==> src/rtl/brt_pkg.sv <==
package brt_pkg;
  localparam int unsigned NIB_W = 4;

  // announced nibble count for a command, 0 for idle or unknown
  function automatic int unsigned cmd_len(input logic [NIB_W-1:0] cmd);
    case (cmd)
      4'h8:    return 1;
      4'h9:    return 2;
      4'hA:    return 4;
      4'hB:    return 8;
      default: return 0;
    endcase
  endfunction
endpackage

==> src/rtl/brt_sync.sv <==
module brt_sync #(
  parameter int unsigned W      = 1,
  parameter int unsigned STAGES = 2
) (
  input  logic         clk_i,
  input  logic         rst_ni,
  input  logic [W-1:0] d_i,
  output logic [W-1:0] q_o
);
  logic [W-1:0] stg_q [STAGES];

  always_ff @(posedge clk_i or negedge rst_ni) begin
    if (!rst_ni) begin
      for (int i = 0; i < STAGES; i++) stg_q[i] <= '0;
    end else begin
      stg_q[0] <= d_i;
      for (int i = 1; i < STAGES; i++) stg_q[i] <= stg_q[i-1];
    end
  end

  assign q_o = stg_q[STAGES-1];
endmodule

==> src/rtl/brt_edge.sv <==
module brt_edge (
  input  logic clk_i,
  input  logic rst_ni,
  input  logic lvl_i,
  output logic rise_o
);
  logic lvl_d_q;

  always_ff @(posedge clk_i or negedge rst_ni) begin
    if (!rst_ni) lvl_d_q <= 1'b0;
    else         lvl_d_q <= lvl_i;
  end

  assign rise_o = lvl_i & ~lvl_d_q;
endmodule

==> src/rtl/brt_assembler.sv <==
module brt_assembler
  import brt_pkg::*;
#(
  parameter int unsigned ADDR_W = 32,
  localparam int unsigned NIBS  = ADDR_W / NIB_W,
  localparam int unsigned CNT_W = $clog2(NIBS + 1)
) (
  input  logic              clk_i,
  input  logic              rst_ni,
  input  logic              rise_i,
  input  logic              cmd_i,
  input  logic [NIB_W-1:0]  nib_i,
  output logic              valid_o,
  output logic [ADDR_W-1:0] addr_o,
  output logic              overrun_o,
  output logic [CNT_W-1:0]  cnt_o,
  output logic [CNT_W-1:0]  len_o,
  output logic [ADDR_W-1:0] work_o,
  output logic [ADDR_W-1:0] last_o
);
  logic [CNT_W-1:0]  cnt_q, len_q, len_d;
  logic [ADDR_W-1:0] work_q, last_q, addr_q, merged;
  logic              valid_q, ovr_q, done, wr;

  assign len_d = CNT_W'(cmd_len(nib_i));
  assign done  = (len_q != '0) && (cnt_q == len_q);
  assign wr    = !cmd_i && (len_q != '0) && (cnt_q < len_q);

  // replace only the addressed nibble
  always_comb begin
    merged = work_q;
    for (int k = 0; k < int'(NIBS); k++) begin
      if (cnt_q == CNT_W'(k)) merged[k*NIB_W +: NIB_W] = nib_i;
    end
  end

  always_ff @(posedge clk_i or negedge rst_ni) begin
    if (!rst_ni) begin
      cnt_q   <= '0;
      len_q   <= '0;
      work_q  <= '0;
      last_q  <= '0;
      addr_q  <= '0;
      valid_q <= 1'b0;
      ovr_q   <= 1'b0;
    end else begin
      valid_q <= 1'b0;
      ovr_q   <= 1'b0;
      if (rise_i) begin
        if (cmd_i) begin
          if (done) begin
            valid_q <= 1'b1;
            addr_q  <= work_q;
            last_q  <= work_q;
          end else begin
            work_q  <= last_q;
          end
          cnt_q <= '0;
          len_q <= len_d;
        end else if (wr) begin
          work_q <= merged;
          cnt_q  <= cnt_q + 1'b1;
        end else if (len_q != '0) begin
          ovr_q <= 1'b1;
        end
      end
    end
  end

  assign valid_o   = valid_q;
  assign addr_o    = addr_q;
  assign overrun_o = ovr_q;
  assign cnt_o     = cnt_q;
  assign len_o     = len_q;
  assign work_o    = work_q;
  assign last_o    = last_q;
endmodule

==> src/rtl/brt_rx.sv <==
module brt_rx
  import brt_pkg::*;
#(
  parameter int unsigned ADDR_W      = 32,
  parameter int unsigned SYNC_STAGES = 2,
  localparam int unsigned NIBS       = ADDR_W / NIB_W,
  localparam int unsigned CNT_W      = $clog2(NIBS + 1),
  localparam int unsigned IN_W       = NIB_W + 2
) (
  input  logic              clk_i,
  input  logic              rst_ni,
  input  logic              tck_i,
  input  logic              tsync_n_i,
  input  logic [3:0]        tdata_i,
  output logic              addr_valid_o,
  output logic [ADDR_W-1:0] addr_o,
  output logic              overrun_o
);
  logic [IN_W-1:0]   in_s;
  logic              tck_s, smp_cmd, rise;
  logic [NIB_W-1:0]  smp_nib;
  logic [CNT_W-1:0]  cnt, len;
  logic [ADDR_W-1:0] work, last;

  // all lines share one synchronizer so they stay aligned
  brt_sync #(.W(IN_W), .STAGES(SYNC_STAGES)) u_sync (
    .clk_i  (clk_i),
    .rst_ni (rst_ni),
    .d_i    ({tck_i, tsync_n_i, tdata_i}),
    .q_o    (in_s)
  );

  assign tck_s   = in_s[IN_W-1];
  assign smp_cmd = in_s[NIB_W];
  assign smp_nib = in_s[NIB_W-1:0];

  brt_edge u_edge (
    .clk_i  (clk_i),
    .rst_ni (rst_ni),
    .lvl_i  (tck_s),
    .rise_o (rise)
  );

  brt_assembler #(.ADDR_W(ADDR_W)) u_asm (
    .clk_i     (clk_i),
    .rst_ni    (rst_ni),
    .rise_i    (rise),
    .cmd_i     (smp_cmd),
    .nib_i     (smp_nib),
    .valid_o   (addr_valid_o),
    .addr_o    (addr_o),
    .overrun_o (overrun_o),
    .cnt_o     (cnt),
    .len_o     (len),
    .work_o    (work),
    .last_o    (last)
  );
endmodule


==> config.mk <==
export PLATFORM = sky130hd
export DESIGN_NAME = brt_rx
export DESIGN_NICKNAME = d
export VERILOG_FILES = /design/src/rtl/brt_pkg.sv /design/src/rtl/brt_sync.sv /design/src/rtl/brt_edge.sv /design/src/rtl/brt_assembler.sv /design/src/rtl/brt_rx.sv
export SDC_FILE = /design/constraint.sdc
export NUM_CORES = 1
export LEC_CHECK = 0
export BUFFER_PORTS_ARGS = -buffer_cell sky130_fd_sc_hd__clkbuf_2
export CAP_MARGIN = 20
export CORE_MARGIN = 1.5
export CORE_UTILIZATION = 60
export DETAILED_ROUTE_END_ITERATION = 8
export HOLD_SLACK_MARGIN = 0.12
export PLACE_DENSITY = 0.8
export SLEW_MARGIN = 20
export SYNTH_ARGS = -nofsm -noshare
export SYNTH_HDL_FRONTEND = slang
export SYNTH_SLANG_ARGS = --single-unit
==> constraint.sdc <==
create_clock -name clk_i -period 3.98 [get_ports clk_i]
set_clock_uncertainty 0.1 [all_clocks]
set_input_delay 0.199 -clock clk_i [delete_from_list [all_inputs] [get_ports clk_i]]
set_output_delay 0.199 -clock clk_i [all_outputs]
set_load 0.005 [all_outputs]
== After elaboration in Yosys (flattened, before gate mapping) ==
Index checks and enable logic that the tools add are counted.
W data, S select, Z words.
Operators by class
  reductions and logical operators: 26
  magnitude comparators: 1
  add/subtract/negate cells: 1
  bitwise gates (word level): 2
  eq/ne operators: 12
  multiplexer cells: 21
Operator list (count)
  $mux W32: 3
  $mux W4: 10
  $reduce_and A3 Y1: 9
  $reduce_bool A2 Y1: 9
  $eq A4 B3 Y1 const B: 4
  $eq A4 B4 Y1 const B: 4
  $pmux W4 S4: 1
  $eq A4 B2 Y1 const B: 2
  $mux W1: 7
  $add A4 B1 Y4 const B: 1
  $eq A4 B1 Y1 const B: 1
  $eq A4 B4 Y1: 1
  $logic_not A4 Y1: 1
  $lt A4 B4 Y1: 1
  $reduce_and A2 Y1: 2
  $reduce_bool A4 Y1: 1
  $logic_and A1 B1 Y1: 3
  $and A1 B1 Y1: 1
  $logic_not A1 Y1: 1
  $not A1 Y1: 1
Word-level totals
  bits of input ports: 8
  bits in registers: 119

== Logic depth before layout (Yosys ltp) ==
  depth in word-level cells: 6
  depth in mapped cells: 9
  depth with buffers taken out: 8

== By module ==
From an unflattened synthesis, not the netlist that was laid out.
Unflattened totals
  cell total of the unflattened synthesis: 452
  area total of the unflattened synthesis: 4947.2 um^2
Modules (own cells, without submodules)
  brt_assembler: times used 1, area an instance 4563.1 um^2, cells an instance 432
  brt_sync: times used 1, area an instance 345.3 um^2, cells an instance 18
  brt_edge: times used 1, area an instance 38.8 um^2, cells an instance 2

== Least setup slack after synthesis ==
No wires, ideal clock.
  path type: register to register
  start: reg u_asm.cnt_q[1], in the netlist u_asm.cnt_o[1]
  end: reg u_asm.work_q[1], in the netlist u_asm.work_o[1]
  slack: 1.853 ns
  cell stages (with the launch flop): 7
  required time: 3.747 ns
  library setup time: 0.133 ns
  data arrival time: 1.894 ns
  cells stage by stage: dfrtp_1 ha_1 nor2b_1 o211a_1 nor4_4 a31oi_1 o2bb2ai_1
On the way
  longest elaborated chain between the ends: 4
Ends and longest elaborated chain
  from (decl): line brt_assembler.sv:21  | logic [CNT_W-1:0] cnt_q, len_q, len_d;
  from (signal assigned): line brt_assembler.sv:62  | cnt_q <= cnt_q + 1'b1;
  $lt A4 B4 Y1 or $eq A4 B4 Y1 (tied branches): line brt_assembler.sv:27, brt_assembler.sv:26
  $logic_and A1 B1 Y1, on equally long branches: line brt_assembler.sv:27, brt_assembler.sv:26
  $reduce_bool A2 Y1 (no line) or $mux W32 (tied branches)
  $reduce_and A3 Y1 (no line) or $mux W32 (tied branches)
  to (signal assigned): line brt_assembler.sv:56  | work_q <= last_q;
  to (signal assigned): line brt_assembler.sv:61  | work_q <= merged;
  to (decl): line brt_assembler.sv:22  | logic [ADDR_W-1:0] work_q, last_q, addr_q, merged;
Parallel ways exist; a longest one is shown, timed or not.
A chain may end at the register's enable or synchronous reset.

== Worst setup path after layout ==
  start: reg u_asm.len_q[1], in the netlist u_asm.len_o[1]
  end: reg u_asm.last_q[19], in the netlist u_asm.last_o[19]
On the way
  longest elaborated chain between the ends: 3
Ends and longest elaborated chain
  from (decl): line brt_assembler.sv:21
  from (signal assigned): line brt_assembler.sv:59  | len_q <= len_d;
  $eq A4 B4 Y1 or $reduce_bool A4 Y1 (tied branches): line brt_assembler.sv:26  | assign done = (len_q != '0) && (cnt_q == len_q);
  $logic_and A1 B1 Y1 *: line brt_assembler.sv:26
  $mux W32 *
  to (signal assigned): line brt_assembler.sv:54  | last_q <= work_q;
  to (decl): line brt_assembler.sv:22
Mark *: on every way between the ends. The rest lies on a longest branch, timed or not.

==> out/metrics.cfg <==
[outcome]
outcome = complete, no violations

[clock_tree]
cts_resized = 0
numCtsBuffers = 17
path_clk_slew_ns = 0.06
cts_tree = built
cts_setup_buffers = 0
worstSkewPairLatency_ns = 0.51
cts_max_level = 4
numClockSinks = 119
clk_path_buf_depth = 2
cts_root_buf = clkbuf_8
cts-hold-fix-buffers = 7

[worst_setup_path]
start_kind = register
r2r-start = u_asm.len_o[1]
r2r-end = u_asm.last_o[19]
arrival_ns = 3.05
path_class = register to register
worstPathMaxFanout = 65
end_kind = register
ff2ff_path_depth = 8
required_ns = 4.28
r2r_setup_slack_ns = 1.23

[synth]
synth-seq-cells = 119
ys_warn_count = 0
synth_flop_cell = dfrtp_1
synth_area_um2 = 4780
synthArstFlopShare_pct = 100
ys_seq_area_share_pct = 62.2
avgSynthCellArea_um2 = 11.0
synth_cell_types = 41
postSynthCellCount = 436
synth_edf_count = 0
syn-num-nets = 452

[placed_design]
dp_cells = 562
dp_hpwl_mm = 6.06
place_congestion = 0.815
place_area_um2 = 4990
io_buffer_count = 41

[floorplan]
die_w_um = 92.3
fp-row-count = 32
initial_core_util_pct = 61.9
core_um2 = 7730
fp.dieH_um = 92.3
dieArea_um2 = 8520
io_pins = 42

[global_routing]
use_met2_pct = 43.8
met3_usage_pct = 6.73
gr-usage-met1_pct = 33.8
grt_overflow_total = 0
grtUsageTotal_pct = 26.5
grt_pass1_wl_mm = 16.9
grt_pass1_vias = 3427
grt_start_max_net_pins = 66
busiest_layer = met2
antenna_found_initial = 0

[power]
power.leakage_nw = 2.93
powerDensity_nw_per_um2 = 665
finalPower_mw = 3.78
irDropWorstVdd_uv = 367

[detailed_routing]
routed_wirelength_mm = 10.1
ant_nets = 0
via_per_inst = 5.67
vias = 3414
drcViolationCount = 0
drtIter0Drc = 185
first_pass_iters = 5
routedWlPerCell_um = 16.8

[final_layout]
fin_area_um2 = 5680
syn_to_final_growth_pct = 18.8
diodes = 0
fin_cells = 602
fill_cells = 523
drive_gt1_share_pct = 19.4
regArea_um2 = 2980
multi_input_area_um2 = 1610
nNetsFinal = 503

[timing]
holdWs_ns = 0.197
worst-slew-pin-transition_ns = 0.996
fmax_mhz = 363
drv_slew = 0
maxSlewHeadroom_pct = 33.5
setup_tns_ns = 0
fin_crit_ns = 2.75
hold_violations = 0
layout_worst_path_cycle_share_pct = 69.1
finalSetupViolCount = 0
rsz0062_at_grt = false

[flow_run]
maxCapViolations = 0

[min_path]
min-delay-path-class = input port to asynchronous set/reset pin

[how the worst max path moves through the flow]
stage	start	endpoint	slack, ns	cells after the start
2_1_floorplan	u_asm.cnt_o[1]	u_asm.work_o[1]	1.85	6
3_5_place_dp	u_asm.len_o[1]	u_asm.last_o[12]	0.94	7
5_1_grt	u_asm.len_o[1]	u_asm.last_o[19]	1.08	8
3_3_place_gp	u_asm.len_o[1]	u_asm.addr_o[11]	1.04	7
6_report	u_asm.len_o[1]	u_asm.last_o[19]	1.23	8
4_1_cts	u_asm.len_o[1]	u_asm.last_o[19]	0.93	7
[layer usage]
| metal | vias up | part of all wire (%) |
|---|---|---|
| li1 | 1580 | - |
| met1 | 1707 | 42 |
| met2 | 114 | 52 |
| met3 | 13 | 5.1 |
| met4 | 0 | 1.4 |
| met5 | - | 0 |
[registers in the layout (all words and copies together) (netlist names)]
name,cells
u_asm.valid_o,1
u_asm.cnt_o,4
u_asm.work_o,32
u_asm.len_o,4
u_edge.lvl_d_q,1
u_asm.overrun_o,1
u_asm.addr_o,32
u_sync.q_o,6
u_sync.stg_q,6
u_asm.last_o,32
[synth_stat cells, types with 2 or more instances]
library cell	number	area [µm²]
o2bb2ai_1	27	236
o2bb2ai_2	6	90.1
ha_1	8	100
inv_1	7	26.3
dfrtp_1	119	2980
nor2b_1	6	37.5
buf_2	7	35.0
o22ai_1	2	12.5
buf_6	5	56.3
a31oi_2	5	62.6
a22o_1	2	17.5
a21oi_1	32	160
nor2_1	4	15.0
buf_4	7	52.6
a31oi_1	11	68.8
nand2_1	163	612
[metrics by stage]
| stage | utilization [%] | worst slack (ns) |
|---|---|---|
| 3_5_place_dp | 64.6 | 0.938 |
| 5_1_grt | 73.5 | 1.08 |
| 4_1_cts | 73.3 | 0.928 |
| 6_report | 73.5 | 1.23 |
| 2_1_floorplan | - | 1.85 |
| 3_3_place_gp | 64.6 | 1.04 |
[critical path, cell delays in order, from the launching register on]
cell	delay, ns
dfrtp_1	0.38
or4_4	0.56
nor2b_4	0.16
nand2_2	0.06
buf_4	0.51
inv_1	0.36
buf_8	0.27
nand2_1	0.13
nand2_1	0.08
[report_power, final]
group	internal (mW)	switching, mW
clock network	1.03	0.513
logic	0.256	0.298
registers	1.50	0.173
total	2.79	0.984
[cell type report]
| cell class | instances | area share [%] |
|---|---|---|
| Clock buffer | 24 | 8.63 |
| Inverter | 7 | 0.462 |
| Sequential cell | 119 | 52.4 |
| Timing Repair Buffer | 54 | 5.81 |
| Clock inverter | 8 | 2.07 |
| Tap cell | 102 | 2.25 |
| Multi-Input combinational cell | 288 | 28.4 |
[cells by family after synthesis]
kind of cell	share of synthesized area, %
AND/OR/NAND/NOR	16.7
flip-flops	62.2
AO/OA/AOI/OAI	14.2
buffers and inverters	4.13
adder cells (fa/ha/maj)	2.09
multiplexers	0.445
XOR/XNOR	0.183
[cell usage in the layout (no fill, tap or decap), drive strengths merged]
cell,count
a21oi,32
nand4,1
dfrtp,119
buf,7
a22o,2
nor2b,8
a31oi,16
inv,7
nand2,164
bufinv,3
and2,1
a21o,1
nor2,5
mux2i,1
nor3,2
o2bb2ai,33
o21ai,1
ha,8
o22ai,2
xnor2,1
o211a,1
nor4,2
or4,1
dlygate4sd3,7
mux2,1
clkbuf,64
nor4b,1
clkinvlp,1
nand3b,1
nand3,1
clkinv,4
o31ai,1
nand4b,1
(Power assumes the default switching activity.)
